$ cat src/rtl/vmb_pkg.sv
package vmb_pkg;
   typedef enum logic [1:0] {
      HLOC_STATUS = 2'd0,
      HLOC_INBOX  = 2'd1,
      HLOC_RETURN = 2'd2,
      HLOC_SPARE  = 2'd3
   } hloc_e;

   localparam int FLAG_BUSY_BIT  = 1;
   localparam int FLAG_FRESH_BIT = 0;
endpackage

$ cat src/rtl/vmb_byte_engine.sv
module vmb_byte_engine #(
   parameter int DW          = 8,
   parameter int CONSUME_CYC = 4,
   parameter int VR_DEPTH    = 64
) (
   input  logic          clk,
   input  logic          rst_n,
   input  logic          push,
   input  logic [DW-1:0] push_byte,
   output logic          busy,
   output logic          fetch_pulse,
   output logic          fetch_hit,
   output logic          vr_wr,
   output logic          vr_rd,
   output logic [DW-2:0] vr_addr,
   output logic [DW-1:0] vr_wdata
);
   localparam int AW     = DW - 1;
   localparam int CW     = $clog2(CONSUME_CYC + 1);
   localparam int SPAN   = 2 ** AW;

   generate
      if (CONSUME_CYC < 1) begin : g_bad_cyc
         $error("CONSUME_CYC must be at least 1");
      end
      if (VR_DEPTH < 1 || VR_DEPTH > SPAN) begin : g_bad_depth
         $error("VR_DEPTH out of range for address width");
      end
   endgenerate

   logic [DW-1:0] byte_q;
   logic [CW-1:0] cnt_q;
   logic          busy_q;
   logic          pend_q;
   logic [AW-1:0] pend_addr_q;
   logic          consume;
   logic          take_data;
   logic          take_waddr;
   logic          take_raddr;
   logic [AW-1:0] tgt_addr;
   logic          hit;

   assign consume    = busy_q && (cnt_q == '0);
   assign take_data  = pend_q;
   assign take_waddr = !pend_q && byte_q[DW-1];
   assign take_raddr = !pend_q && !byte_q[DW-1];
   assign tgt_addr   = pend_q ? pend_addr_q : byte_q[AW-1:0];

   generate
      if (VR_DEPTH >= SPAN) begin : g_full_map
         assign hit = 1'b1;
      end else begin : g_part_map
         assign hit = (32'(tgt_addr) < VR_DEPTH);
      end
   endgenerate

   always_ff @(posedge clk) begin
      if (!rst_n) begin
         byte_q      <= '0;
         cnt_q       <= '0;
         busy_q      <= 1'b0;
         pend_q      <= 1'b0;
         pend_addr_q <= '0;
      end else begin
         if (push) begin
            byte_q <= push_byte;
            cnt_q  <= CW'(CONSUME_CYC - 1);
            busy_q <= 1'b1;
         end else if (consume) begin
            busy_q <= 1'b0;
            if (take_data) begin
               pend_q <= 1'b0;
            end else if (take_waddr) begin
               pend_q      <= 1'b1;
               pend_addr_q <= byte_q[AW-1:0];
            end
         end else if (busy_q) begin
            cnt_q <= cnt_q - 1'b1;
         end
      end
   end

   assign busy        = busy_q;
   assign fetch_pulse = consume && take_raddr;
   assign fetch_hit   = hit;
   assign vr_wr       = consume && take_data && hit;
   assign vr_rd       = consume && take_raddr && hit;
   assign vr_addr     = tgt_addr;
   assign vr_wdata    = byte_q;

   AST_STROBE_EXCL: assert property (@(posedge clk) disable iff (!rst_n)
      !(vr_wr && vr_rd));
   AST_PUSH_ONLY_IDLE: assert property (@(posedge clk) disable iff (!rst_n)
      push |-> !busy_q);
   AST_PUSH_SETS_BUSY: assert property (@(posedge clk) disable iff (!rst_n)
      push |=> busy_q);
   AST_STROBE_IN_MAP: assert property (@(posedge clk) disable iff (!rst_n)
      (vr_wr || vr_rd) |-> (32'(vr_addr) < VR_DEPTH));
endmodule

$ cat src/rtl/vmb_host_port.sv
module vmb_host_port
   import vmb_pkg::*;
#(
   parameter int DW = 8
) (
   input  logic          clk,
   input  logic          rst_n,
   input  logic          host_sel,
   input  logic          host_wr,
   input  logic [1:0]    host_addr,
   input  logic [DW-1:0] host_wdata,
   output logic [DW-1:0] host_rdata,
   input  logic          busy,
   input  logic          fetch_pulse,
   input  logic          fetch_hit,
   input  logic [DW-1:0] vr_rdata,
   output logic          push,
   output logic [DW-1:0] push_byte,
   output logic          fresh
);
   logic [DW-1:0] ret_q;
   logic          fresh_q;
   logic          rd_return;
   hloc_e         loc;

   assign loc       = hloc_e'(host_addr);
   assign push      = host_sel && host_wr && (loc == HLOC_INBOX) && !busy;
   assign push_byte = host_wdata;
   assign rd_return = host_sel && !host_wr && (loc == HLOC_RETURN);

   always_ff @(posedge clk) begin
      if (!rst_n) begin
         ret_q   <= '0;
         fresh_q <= 1'b0;
      end else if (fetch_pulse) begin
         ret_q   <= fetch_hit ? vr_rdata : '0;
         fresh_q <= 1'b1;
      end else if (rd_return) begin
         fresh_q <= 1'b0;
      end
   end

   always_comb begin
      host_rdata = '0;
      case (loc)
         HLOC_STATUS: begin
            host_rdata[FLAG_BUSY_BIT]  = busy;
            host_rdata[FLAG_FRESH_BIT] = fresh_q;
         end
         HLOC_RETURN: host_rdata = ret_q;
         default:     host_rdata = '0;
      endcase
   end

   assign fresh = fresh_q;

   AST_FETCH_SETS_FRESH: assert property (@(posedge clk) disable iff (!rst_n)
      fetch_pulse |=> fresh_q);
   AST_RETURN_CLEARS: assert property (@(posedge clk) disable iff (!rst_n)
      (rd_return && !fetch_pulse) |=> !fresh_q);
   AST_UNMAPPED_ZERO: assert property (@(posedge clk) disable iff (!rst_n)
      (fetch_pulse && !fetch_hit) |=> (ret_q == '0));
endmodule

$ cat src/rtl/vreg_mailbox.sv
module vreg_mailbox #(
   parameter int DW          = 8,
   parameter int CONSUME_CYC = 4,
   parameter int VR_DEPTH    = 64
) (
   input  logic          clk,
   input  logic          rst_n,
   input  logic          host_sel,
   input  logic          host_wr,
   input  logic [1:0]    host_addr,
   input  logic [DW-1:0] host_wdata,
   output logic [DW-1:0] host_rdata,
   output logic          vr_wr,
   output logic          vr_rd,
   output logic [DW-2:0] vr_addr,
   output logic [DW-1:0] vr_wdata,
   input  logic [DW-1:0] vr_rdata
);
   logic          busy;
   logic          push;
   logic [DW-1:0] push_byte;
   logic          fetch_pulse;
   logic          fetch_hit;
   logic          fresh;

   vmb_host_port #(.DW(DW)) u_port (
      .clk(clk), .rst_n(rst_n),
      .host_sel(host_sel), .host_wr(host_wr), .host_addr(host_addr),
      .host_wdata(host_wdata), .host_rdata(host_rdata),
      .busy(busy), .fetch_pulse(fetch_pulse), .fetch_hit(fetch_hit),
      .vr_rdata(vr_rdata), .push(push), .push_byte(push_byte), .fresh(fresh)
   );

   vmb_byte_engine #(.DW(DW), .CONSUME_CYC(CONSUME_CYC), .VR_DEPTH(VR_DEPTH)) u_engine (
      .clk(clk), .rst_n(rst_n),
      .push(push), .push_byte(push_byte), .busy(busy),
      .fetch_pulse(fetch_pulse), .fetch_hit(fetch_hit),
      .vr_wr(vr_wr), .vr_rd(vr_rd), .vr_addr(vr_addr), .vr_wdata(vr_wdata)
   );

   AST_FRESH_AFTER_READ: assert property (@(posedge clk) disable iff (!rst_n)
      vr_rd |=> fresh);
   AST_IDLE_NO_STROBE: assert property (@(posedge clk) disable iff (!rst_n)
      !busy |-> !(vr_wr || vr_rd));
endmodule

$ cat config.mk
export PLATFORM = sky130hd
export DESIGN_NAME = vreg_mailbox
export DESIGN_NICKNAME = d
export VERILOG_FILES = /design/src/rtl/vmb_pkg.sv /design/src/rtl/vmb_byte_engine.sv /design/src/rtl/vmb_host_port.sv /design/src/rtl/vreg_mailbox.sv
export SDC_FILE = /design/constraint.sdc
export NUM_CORES = 1
export LEC_CHECK = 0
export ABC_AREA = 1
export BUFFER_PORTS_ARGS = -buffer_cell sky130_fd_sc_hd__buf_2
export CAP_MARGIN = 15
export CORE_MARGIN = 3
export CORE_UTILIZATION = 45
export DETAILED_ROUTE_END_ITERATION = 12
export PLACE_DENSITY = 0.72
export SYNTH_ARGS = -nofsm -noshare
export SYNTH_HDL_FRONTEND = slang
export SYNTH_SLANG_ARGS = --single-unit
$ cat constraint.sdc
create_clock -name clk -period 1.65 [get_ports clk]
set_clock_uncertainty 0.2 [all_clocks]
set_input_delay 0.165 -clock clk [delete_from_list [all_inputs] [get_ports clk]]
set_output_delay 0.165 -clock clk [all_outputs]
set_load 0.1 [all_outputs]
==> results of run 1 <==
sequential cells by signal, indices dropped and copies added (netlist names):
| name | flops |
|---|---|
| u_engine.busy | 1 |
| u_engine.cnt_q | 3 |
| u_engine.pend_q | 1 |
| u_port.fresh | 1 |
| u_engine.pend_addr_q | 7 |
| u_engine.vr_wdata | 8 |
| u_port.ret_q | 8 |
cell usage after synthesis:
cell / count / area share
nor2_8: 1 / 0.014
buf_4: 1 / 0.0052
o21ai_0: 17 / 0.059
dfxtp_1: 29 / 0.40
inv_2: 3 / 0.0078
o31ai_1: 1 / 0.0052
inv_4: 1 / 0.0043
nand3_4: 1 / 0.012
nor2_1: 38 / 0.099
xor2_1: 1 / 0.0061
nand3_1: 5 / 0.017
a21oi_1: 13 / 0.045
nand2_1: 55 / 0.14
nor2_4: 2 / 0.016
inv_1: 25 / 0.065
nand2_4: 2 / 0.016
nand3b_1: 1 / 0.0052
clkbuf_1: 2 / 0.0052
nor2_2: 1 / 0.0043
nor3_1: 5 / 0.017
nand3_2: 2 / 0.014
ha_1: 2 / 0.017
buf_6: 3 / 0.023
per-layer routing:
layer | vias up | routed length, um | track usage | part of all wire
met1 | 656 | 1590 | 0.235 | 0.44
li1 | 790 | - | - | -
met2 | 42 | 1780 | 0.348 | 0.49
met3 | 5 | 204 | 0.0540 | 0.057
met4 | 0 | 43 | 0.0661 | 0.012
met5 | - | 0 | 0 | 0
cells by family after synthesis:
group / count (synthesis) / share of synthesized area
compound gates: 31 / 0.109
flops: 29 / 0.401
buf+inv: 35 / 0.111
simple gates: 113 / 0.356
xor+xnor: 1 / 0.00605
fa+ha+maj: 2 / 0.0173
stage by stage:
step,utilization,hold slack (ns)
6_report,0.795,0.0414
5_1_grt,0.795,0.0367
4_1_cts,0.793,0.0208
3_5_place_dp,0.711,0.191
3_3_place_gp,0.711,0.186
2_1_floorplan,-,0.0933
layout make-up:
| type | count | share of cell area |
|---|---|---|
| multi-input combinational | 147 | 0.344 |
| timing repair buffer | 68 | 0.301 |
| sequential | 29 | 0.262 |
| inverter | 29 | 0.0494 |
| tap | 42 | 0.0228 |
| clock buffer | 8 | 0.0212 |
timing repair:
action                                  CTS  global route
buffers inserted                          2             0
resized for setup                         3             2
hold endpoints to repair                 18             0
hold buffers                             17             0
endpoints found under the setup margin   10             7
cloned                                    0             0
pin swaps                                 5             2
tightest hold or removal path, cell delays in order:
cell and delay (ns):
buf_2 0.12, nand2_1 0.06, o21ai_0 0.07, a21oi_1 0.11
where the power goes:
| group | internal, uW | switching (uW) | leakage [uW] |
|---|---|---|---|
| combinational | 112 | 199 | 0.000780 |
| sequential | 711 | 13.2 | 0.000241 |
| clock | 169 | 224 | 0.0000265 |
| total | 993 | 436 | 0.00105 |
final timing paths:
path,endpoint,cells after the start
setup / recovery,vr_rd,7
hold / removal,u_port.fresh,4
setup reg to reg,u_port.ret_q[6],7
hold reg to reg,u_port.ret_q[7],2
==> results.sh, run 1 <==
export IMPL_status="finished, violations left"
export IMPL_failed_checks="setup timing"
export IMPL_fmax_mhz=573
export IMPL_holdCritStartpoint="host_sel"
export IMPL_grt_pass1_vias=1421
export IMPL_avgViaCountPerCell=4.62
export IMPL_grt_max_degree=18
export IMPL_fill_cells=213
export IMPL_stdcell_area_sq_um=2300
export IMPL_final_cell_mix="nand2_1 (48), nor2_1 (36), buf_2 (29)"
export IMPL_clkSinkCount=29
export IMPL_antenna_left=0
export IMPL_cap_viol_max_count=0
export IMPL_route_detailed_drc=0
export IMPL_worst_pin_slew_ns=0.488
export IMPL_timing_final_ws_setup_ns=-0.0938
export IMPL_pre_cts_ws_ns=0.139
export IMPL_routed_wl_um=3610
export IMPL_start_util=0.499
export IMPL_clk_latency_ns=0.32
export IMPL_die_x_um=62.7
export IMPL_cts_buffers=5
export IMPL_path_max_fanout=3
export IMPL_vias=1493
export IMPL_multi_input_area_sq_um=793
export IMPL_rsz0062_at_grt="yes"
export IMPL_slew_headroom=0.677
export IMPL_gp_congestion=0.805
export IMPL_crit_chain="inv_2 -> ha_4 -> inv_2 -> nor2_4 -> nand3_4 -> nor2_4 -> buf_12"
export IMPL_peakVddDrop_uv=641
export IMPL_io_buffers=46
export IMPL_layout_drive_gt1_share=0.342
export IMPL_final_seq_area_sq_um=603
export IMPL_pin_count=47
export IMPL_cp_arrival_ns=1.38
export IMPL_crit_path_end_kind="primary output"
export IMPL_regToRegSetupSlack_ns=0.18
export IMPL_min_path_type="primary input to flop"
export IMPL_power_uw=1430
export IMPL_tritoncts="done"
export IMPL_finalHoldViolations=0
export IMPL_crit_path_max_incr_delay_ns=0.33
export IMPL_final_common_cell="nand2_1"
export IMPL_yosysSeqAreaShare=0.401
export IMPL_core_area_sq_um=2900
export IMPL_syn_cell_area_sq_um=1450
export IMPL_synth_cell_types=23
export IMPL_die_area_sq_um=3930
export IMPL_postSynthCellCount=211
export IMPL_setup_viol=2
export IMPL_initialDrtViolationCount=74
export IMPL_grt_usage=0.199
export IMPL_startpoint="u_engine.cnt_q[1]"
export IMPL_yosys_warnings=0
export IMPL_n_antenna_cell=0
export IMPL_placed_area_sq_um=2060
export IMPL_grt_overflow_total=0
export IMPL_num_rows=19
export IMPL_wl_per_cell_um=11.2
export IMPL_tns_ns=-0.109
export IMPL_syn_num_nets=235
export IMPL_maxSlewViolCount=0
export IMPL_place_inst=296
export IMPL_min_period_over_period=1.06
export IMPL_clk_pin_slew_worst_paths_ns=0.08
export IMPL_antenna_found_initial=0
export IMPL_clockBufferDepth=2
export IMPL_crit_required_ns=1.28
export IMPL_final_nets=304
export IMPL_dieHeight_um=62.7
export IMPL_timing_rr_start="u_engine.cnt_q[1]"
export IMPL_cpMaxStageDelayCell="dfxtp_2"
export IMPL_power_density_nw_per_um2=620
export IMPL_fin_crit_ns=1.74
export IMPL_path_buf_inv=3
export IMPL_grt_pass1_wl_um=6320
export IMPL_total_leakage_power_uw=0.00105
export IMPL_cts_root_buf="clkbuf_4"
export IMPL_area_delta_synth_final_pct=59.2
export IMPL_cp_start_kind="flop"
export IMPL_htreeDepth=2
export IMPL_ys_seq_elements=29
export IMPL_cp_top_family="flip-flops"
export IMPL_dr_pass1_iters=4
export IMPL_critPathKind="flop to primary output"
export IMPL_hpwl_um=2520
export IMPL_synth_area_per_cell_sq_um=6.86
export IMPL_finalNonFillerCells=323
Power figures use the tool's default switching activity.
==> run 2, diff against run 1 <==
- CORE_MARGIN: 3 -> unset
==> results.sh, run 2 (synthesis results as in run 1) <==
export IMPL_area_delta_synth_final_pct=62.4
export IMPL_die_area_sq_um=3450
export IMPL_core_area_sq_um=3050
export IMPL_avgViaCountPerCell=4.66
export IMPL_antenna_found_initial=0
export IMPL_crit_required_ns=1.28
export IMPL_io_buffers=46
export IMPL_antenna_left=0
export IMPL_slew_headroom=0.673
export IMPL_cp_top_family="flip-flops"
export IMPL_power_density_nw_per_um2=617
export IMPL_status="finished, violations left"
export IMPL_clockBufferDepth=2
export IMPL_vias=1524
export IMPL_worst_pin_slew_ns=0.493
export IMPL_crit_path_end_kind="primary output"
export IMPL_critPathKind="flop to primary output"
export IMPL_total_leakage_power_uw=0.00107
export IMPL_rsz0062_at_grt="yes"
export IMPL_dr_pass1_iters=4
export IMPL_cp_arrival_ns=1.40
export IMPL_clkSinkCount=29
export IMPL_wl_per_cell_um=11.4
export IMPL_route_detailed_drc=0
export IMPL_final_cell_mix="nand2_1 (47), nor2_1 (36), buf_2 (29)"
export IMPL_cap_viol_max_count=0
export IMPL_grt_overflow_total=0
export IMPL_crit_chain="inv_2 -> ha_4 -> inv_2 -> nor2_4 -> nand3_4 -> nor2_4 -> buf_12"
export IMPL_crit_path_max_incr_delay_ns=0.34
export IMPL_path_buf_inv=3
export IMPL_hpwl_um=2330
export IMPL_gp_congestion=0.761
export IMPL_dieHeight_um=58.7
export IMPL_grt_pass1_vias=1433
export IMPL_clk_latency_ns=0.33
export IMPL_start_util=0.474
export IMPL_cts_buffers=5
export IMPL_peakVddDrop_uv=567
export IMPL_cts_root_buf="clkbuf_4"
export IMPL_whs_ns=0.0144
export IMPL_min_period_over_period=1.07
export IMPL_cp_start_kind="flop"
export IMPL_fmax_mhz=565
export IMPL_num_rows=20
export IMPL_final_seq_area_sq_um=606
export IMPL_final_nets=306
export IMPL_fin_crit_ns=1.77
export IMPL_layout_drive_gt1_share=0.367
export IMPL_multi_input_area_sq_um=803
export IMPL_grt_usage=0.251
export IMPL_tritoncts="done"
export IMPL_min_path_type="primary input to flop"
export IMPL_timing_final_ws_setup_ns=-0.118
export IMPL_failed_checks="setup timing"
export IMPL_clk_pin_slew_worst_paths_ns=0.09
export IMPL_grt_max_degree=18
export IMPL_setup_viol=2
export IMPL_n_antenna_cell=0
export IMPL_placed_area_sq_um=2060
export IMPL_maxSlewViolCount=0
export IMPL_stdcell_area_sq_um=2350
export IMPL_routed_wl_um=3720
export IMPL_pre_cts_ws_ns=0.139
export IMPL_final_common_cell="nand2_1"
export IMPL_initialDrtViolationCount=50
export IMPL_finalHoldViolations=0
export IMPL_path_max_fanout=3
export IMPL_fill_cells=246
export IMPL_htreeDepth=2
export IMPL_pin_count=47
export IMPL_die_x_um=58.7
export IMPL_grt_pass1_wl_um=6330
export IMPL_cpMaxStageDelayCell="dfxtp_2"
==> run 2: layer usage <==
layer / share of wire / GRT usage
met1: 0.43 / 0.278
met2: 0.50 / 0.448
met3: 0.048 / 0.0571
met4: 0.025 / 0.126
met5: 0 / 0
==> run 2: path summary, 6_finish.rpt <==
kind / startpoint / end / slack, ns / depth (start not counted)
min reg2reg: u_port.ret_q[7] / u_port.ret_q[7] / 0.27 / 2
max reg2reg: u_engine.cnt_q[0] / u_port.ret_q[1] / 0.05 / 8
min: host_sel / u_port.fresh / 0.01 / 4
max: u_engine.cnt_q[0] / vr_rd / -0.12 / 7
==> run 2: repair_timing <==
action	4_1_cts	5_1_grt
pin swaps	5	3
hold buffers	17	0
setup endpoints to repair	10	9
resized for setup	3	9
buffers inserted	2	2
hold endpoints to repair	18	0
==> run 2: power by group <==
| part | total [uW] | switching [uW] | internal [uW] |
|---|---|---|---|
| logic | 315 | 200 | 115 |
| clock network | 413 | 253 | 160 |
| registers | 723 | 13.2 | 710 |
==> run 2: cell type report <==
| type | count | share of cell area |
|---|---|---|
| multi-input combinational | 147 | 0.342 |
| timing repair buffer | 70 | 0.304 |
| sequential | 29 | 0.258 |
| inverter | 29 | 0.0495 |
| tap | 44 | 0.0234 |
| clock buffer | 5 | 0.0160 |
| clock inverter | 3 | 0.00745 |
==> run 2: worst min-delay path: stages <==
cell,delay (ns)
buf_2,0.12
nand2_1,0.05
o21ai_0,0.06
a21oi_1,0.11
==> run 2: metrics by stage <==
step           total power, uW  std cells  setup TNS [ns]   util
2_1_floorplan              933        211           -2.26      -
3_3_place_gp              1020        298               0  0.676
3_5_place_dp              1020        298               0  0.676
6_report                  1450        327          -0.171  0.770
5_1_grt                   1540        327          -0.393  0.770
4_1_cts                   1470        325          -0.270  0.756
==> run 3, diff against run 2 <==
- CELL_PAD_IN_SITES_DETAIL_PLACEMENT: unset -> 1
- CELL_PAD_IN_SITES_GLOBAL_PLACEMENT: unset -> 2
- CORE_UTILIZATION: 45 -> 26
- PLACE_DENSITY: 0.72 -> unset
- PLACE_DENSITY_LB_ADDON: unset -> 0.1
==> results.sh, run 3 (synthesis results as in run 1) <==
export IMPL_gp_congestion=0.715
export IMPL_finalHoldViolations=0
export IMPL_cp_top_family="flip-flops"
export IMPL_dieHeight_um=76.6
export IMPL_crit_path_end_kind="primary output"
export IMPL_final_nets=301
export IMPL_cts_root_buf="clkbuf_8"
export IMPL_peakVddDrop_uv=385
export IMPL_cp_start_kind="flop"
export IMPL_grt_pass1_vias=1475
export IMPL_crit_path_max_incr_delay_ns=0.32
export IMPL_rr_worst_depth=7
export IMPL_power_density_nw_per_um2=695
export IMPL_worst_pin_slew_ns=0.486
export IMPL_crit_chain="inv_2 -> ha_4 -> inv_2 -> nor2_4 -> nand3_4 -> nor2_4 -> buf_12"
export IMPL_setup_viol=2
export IMPL_whs_path_depth=5
export IMPL_min_period_over_period=1.04
export IMPL_area_delta_synth_final_pct=62.4
export IMPL_critPathKind="flop to primary output"
export IMPL_htreeDepth=2
export IMPL_fin_crit_ns=1.71
export IMPL_grt_overflow_total=0
export IMPL_grt_pass1_wl_um=7110
export IMPL_avgViaCountPerCell=4.34
export IMPL_n_antenna_cell=0
export IMPL_clk_latency_ns=0.28
export IMPL_clkSinkCount=29
export IMPL_die_area_sq_um=5870
export IMPL_rr_endpoint="u_port.ret_q[6]"
export IMPL_vias=1511
export IMPL_core_area_sq_um=5240
export IMPL_pin_count=47
export IMPL_slew_headroom=0.678
export IMPL_die_x_um=76.6
export IMPL_num_rows=26
export IMPL_hold_end="u_port.ret_q[3]"
export IMPL_fmax_mhz=584
export IMPL_cap_viol_max_count=0
export IMPL_io_buffers=46
export IMPL_final_common_cell="nand2_1"
export IMPL_final_cell_mix="nand2_1 (47), nor2_1 (36), buf_2 (29)"
export IMPL_timing_final_ws_setup_ns=-0.0637
export IMPL_path_max_fanout=3
export IMPL_initialDrtViolationCount=36
export IMPL_status="finished, violations left"
export IMPL_layout_drive_gt1_share=0.363
export IMPL_dr_pass1_iters=4
export IMPL_cts_buffers=5
export IMPL_antenna_found_initial=0
export IMPL_route_detailed_drc=0
export IMPL_cpMaxStageDelayCell="dfxtp_2"
export IMPL_hpwl_um=3050
export IMPL_tritoncts="done"
export IMPL_pre_cts_ws_ns=0.114
export IMPL_maxSlewViolCount=0
export IMPL_rsz0062_at_grt="yes"
export IMPL_clk_pin_slew_worst_paths_ns=0.06
export IMPL_regToRegSetupSlack_ns=0.13
export IMPL_timing_rr_start="u_engine.cnt_q[0]"
export IMPL_failed_checks="setup timing"
export IMPL_path_buf_inv=3
export IMPL_routed_wl_um=4180
export IMPL_grt_max_degree=14
export IMPL_antenna_left=0
export IMPL_cp_arrival_ns=1.35
export IMPL_wl_per_cell_um=12.0
export IMPL_crit_required_ns=1.28
export IMPL_holdCritStartpoint="vr_rdata[3]"
export IMPL_start_util=0.276
export IMPL_clockBufferDepth=2
export IMPL_grt_usage=0.155
export IMPL_min_path_type="primary input to flop"
export IMPL_total_leakage_power_uw=0.00106
export IMPL_fill_cells=649
export IMPL_tns_ns=-0.108
run 3: cell types whose count changed in the layout (fill, tap and decap cells not counted), moves of 2 or more:
cell,change
a21oi_2,-2
clkinv_2,-2
clkbuf_1,+2
a21oi_1,+2
clkbuf_8,+6
dlygate4sd3_1,-6
clkbuf_4,-5
run 3: layout make-up:
cell class	instances	area, sq um	share of cell area
multi-input cells	147	796	0.338
repair buffers	65	663	0.282
flip-flops and latches	29	603	0.257
inverters	29	111	0.0474
clock buffers	8	90.1	0.0383
well taps	70	87.6	0.0373
run 3: worst max path at each step:
stage | endpoint | cells past startpoint | start
detailed placement | vr_wr | 5 | u_engine.cnt_q[0]
global placement | vr_rd | 5 | u_engine.pend_q
finish | vr_rd | 7 | u_engine.cnt_q[0]
global route | vr_rd | 7 | u_engine.cnt_q[0]
floorplan | host_rdata[2] | 3 | host_addr[0]
CTS | vr_rd | 7 | u_engine.cnt_q[0]
run 3: stage by stage:
step / std cells / hold WS (ns) / total power, uW / area (sq um) / util
global placement: 326 / 0.189 / 1030 / 2110 / 0.403
finish: 348 / 0.00678 / 1630 / 2350 / 0.449
CTS: 347 / 0.00207 / 1670 / 2330 / 0.446
detailed placement: 326 / 0.195 / 1030 / 2110 / 0.403
floorplan: 211 / 0.0933 / 933 / 1550 / -
global route: 348 / 0.0174 / 1730 / 2350 / 0.449
run 3: worst register-to-register path: cells and delay by family (launching register included):
kind / cells / cell delay (ns)
and+or+nand+nor: 3 / 0.39
DFF: 1 / 0.32
buffers and inverters: 2 / 0.24
adders and majority gates: 1 / 0.16
AOI/OAI and AO/OA: 1 / 0.12
run 3: what timing repair did:
action / CTS / global route
pin swaps: 4 / 2
endpoints found under the setup margin: 10 / 9
hold buffers: 11 / 0
buffers inserted: 2 / 1
hold endpoints to repair: 11 / 0
gates resized for setup: 4 / 3
run 3: metal layers:
layer  GRT usage  vias to the layer above  share of wire
met5           0                        -              0
met4      0.0462                        0          0.011
met3      0.0395                        6          0.033
met2       0.271                       35           0.50
met1       0.184                      688           0.45
li1            -                      782              -
run 3: report_power, final:
group,internal [uW],switching [uW],total (uW)
Clock,340,262,601
Sequential,712,13.2,725
Combinational,107,200,307
Total,1160,476,1630
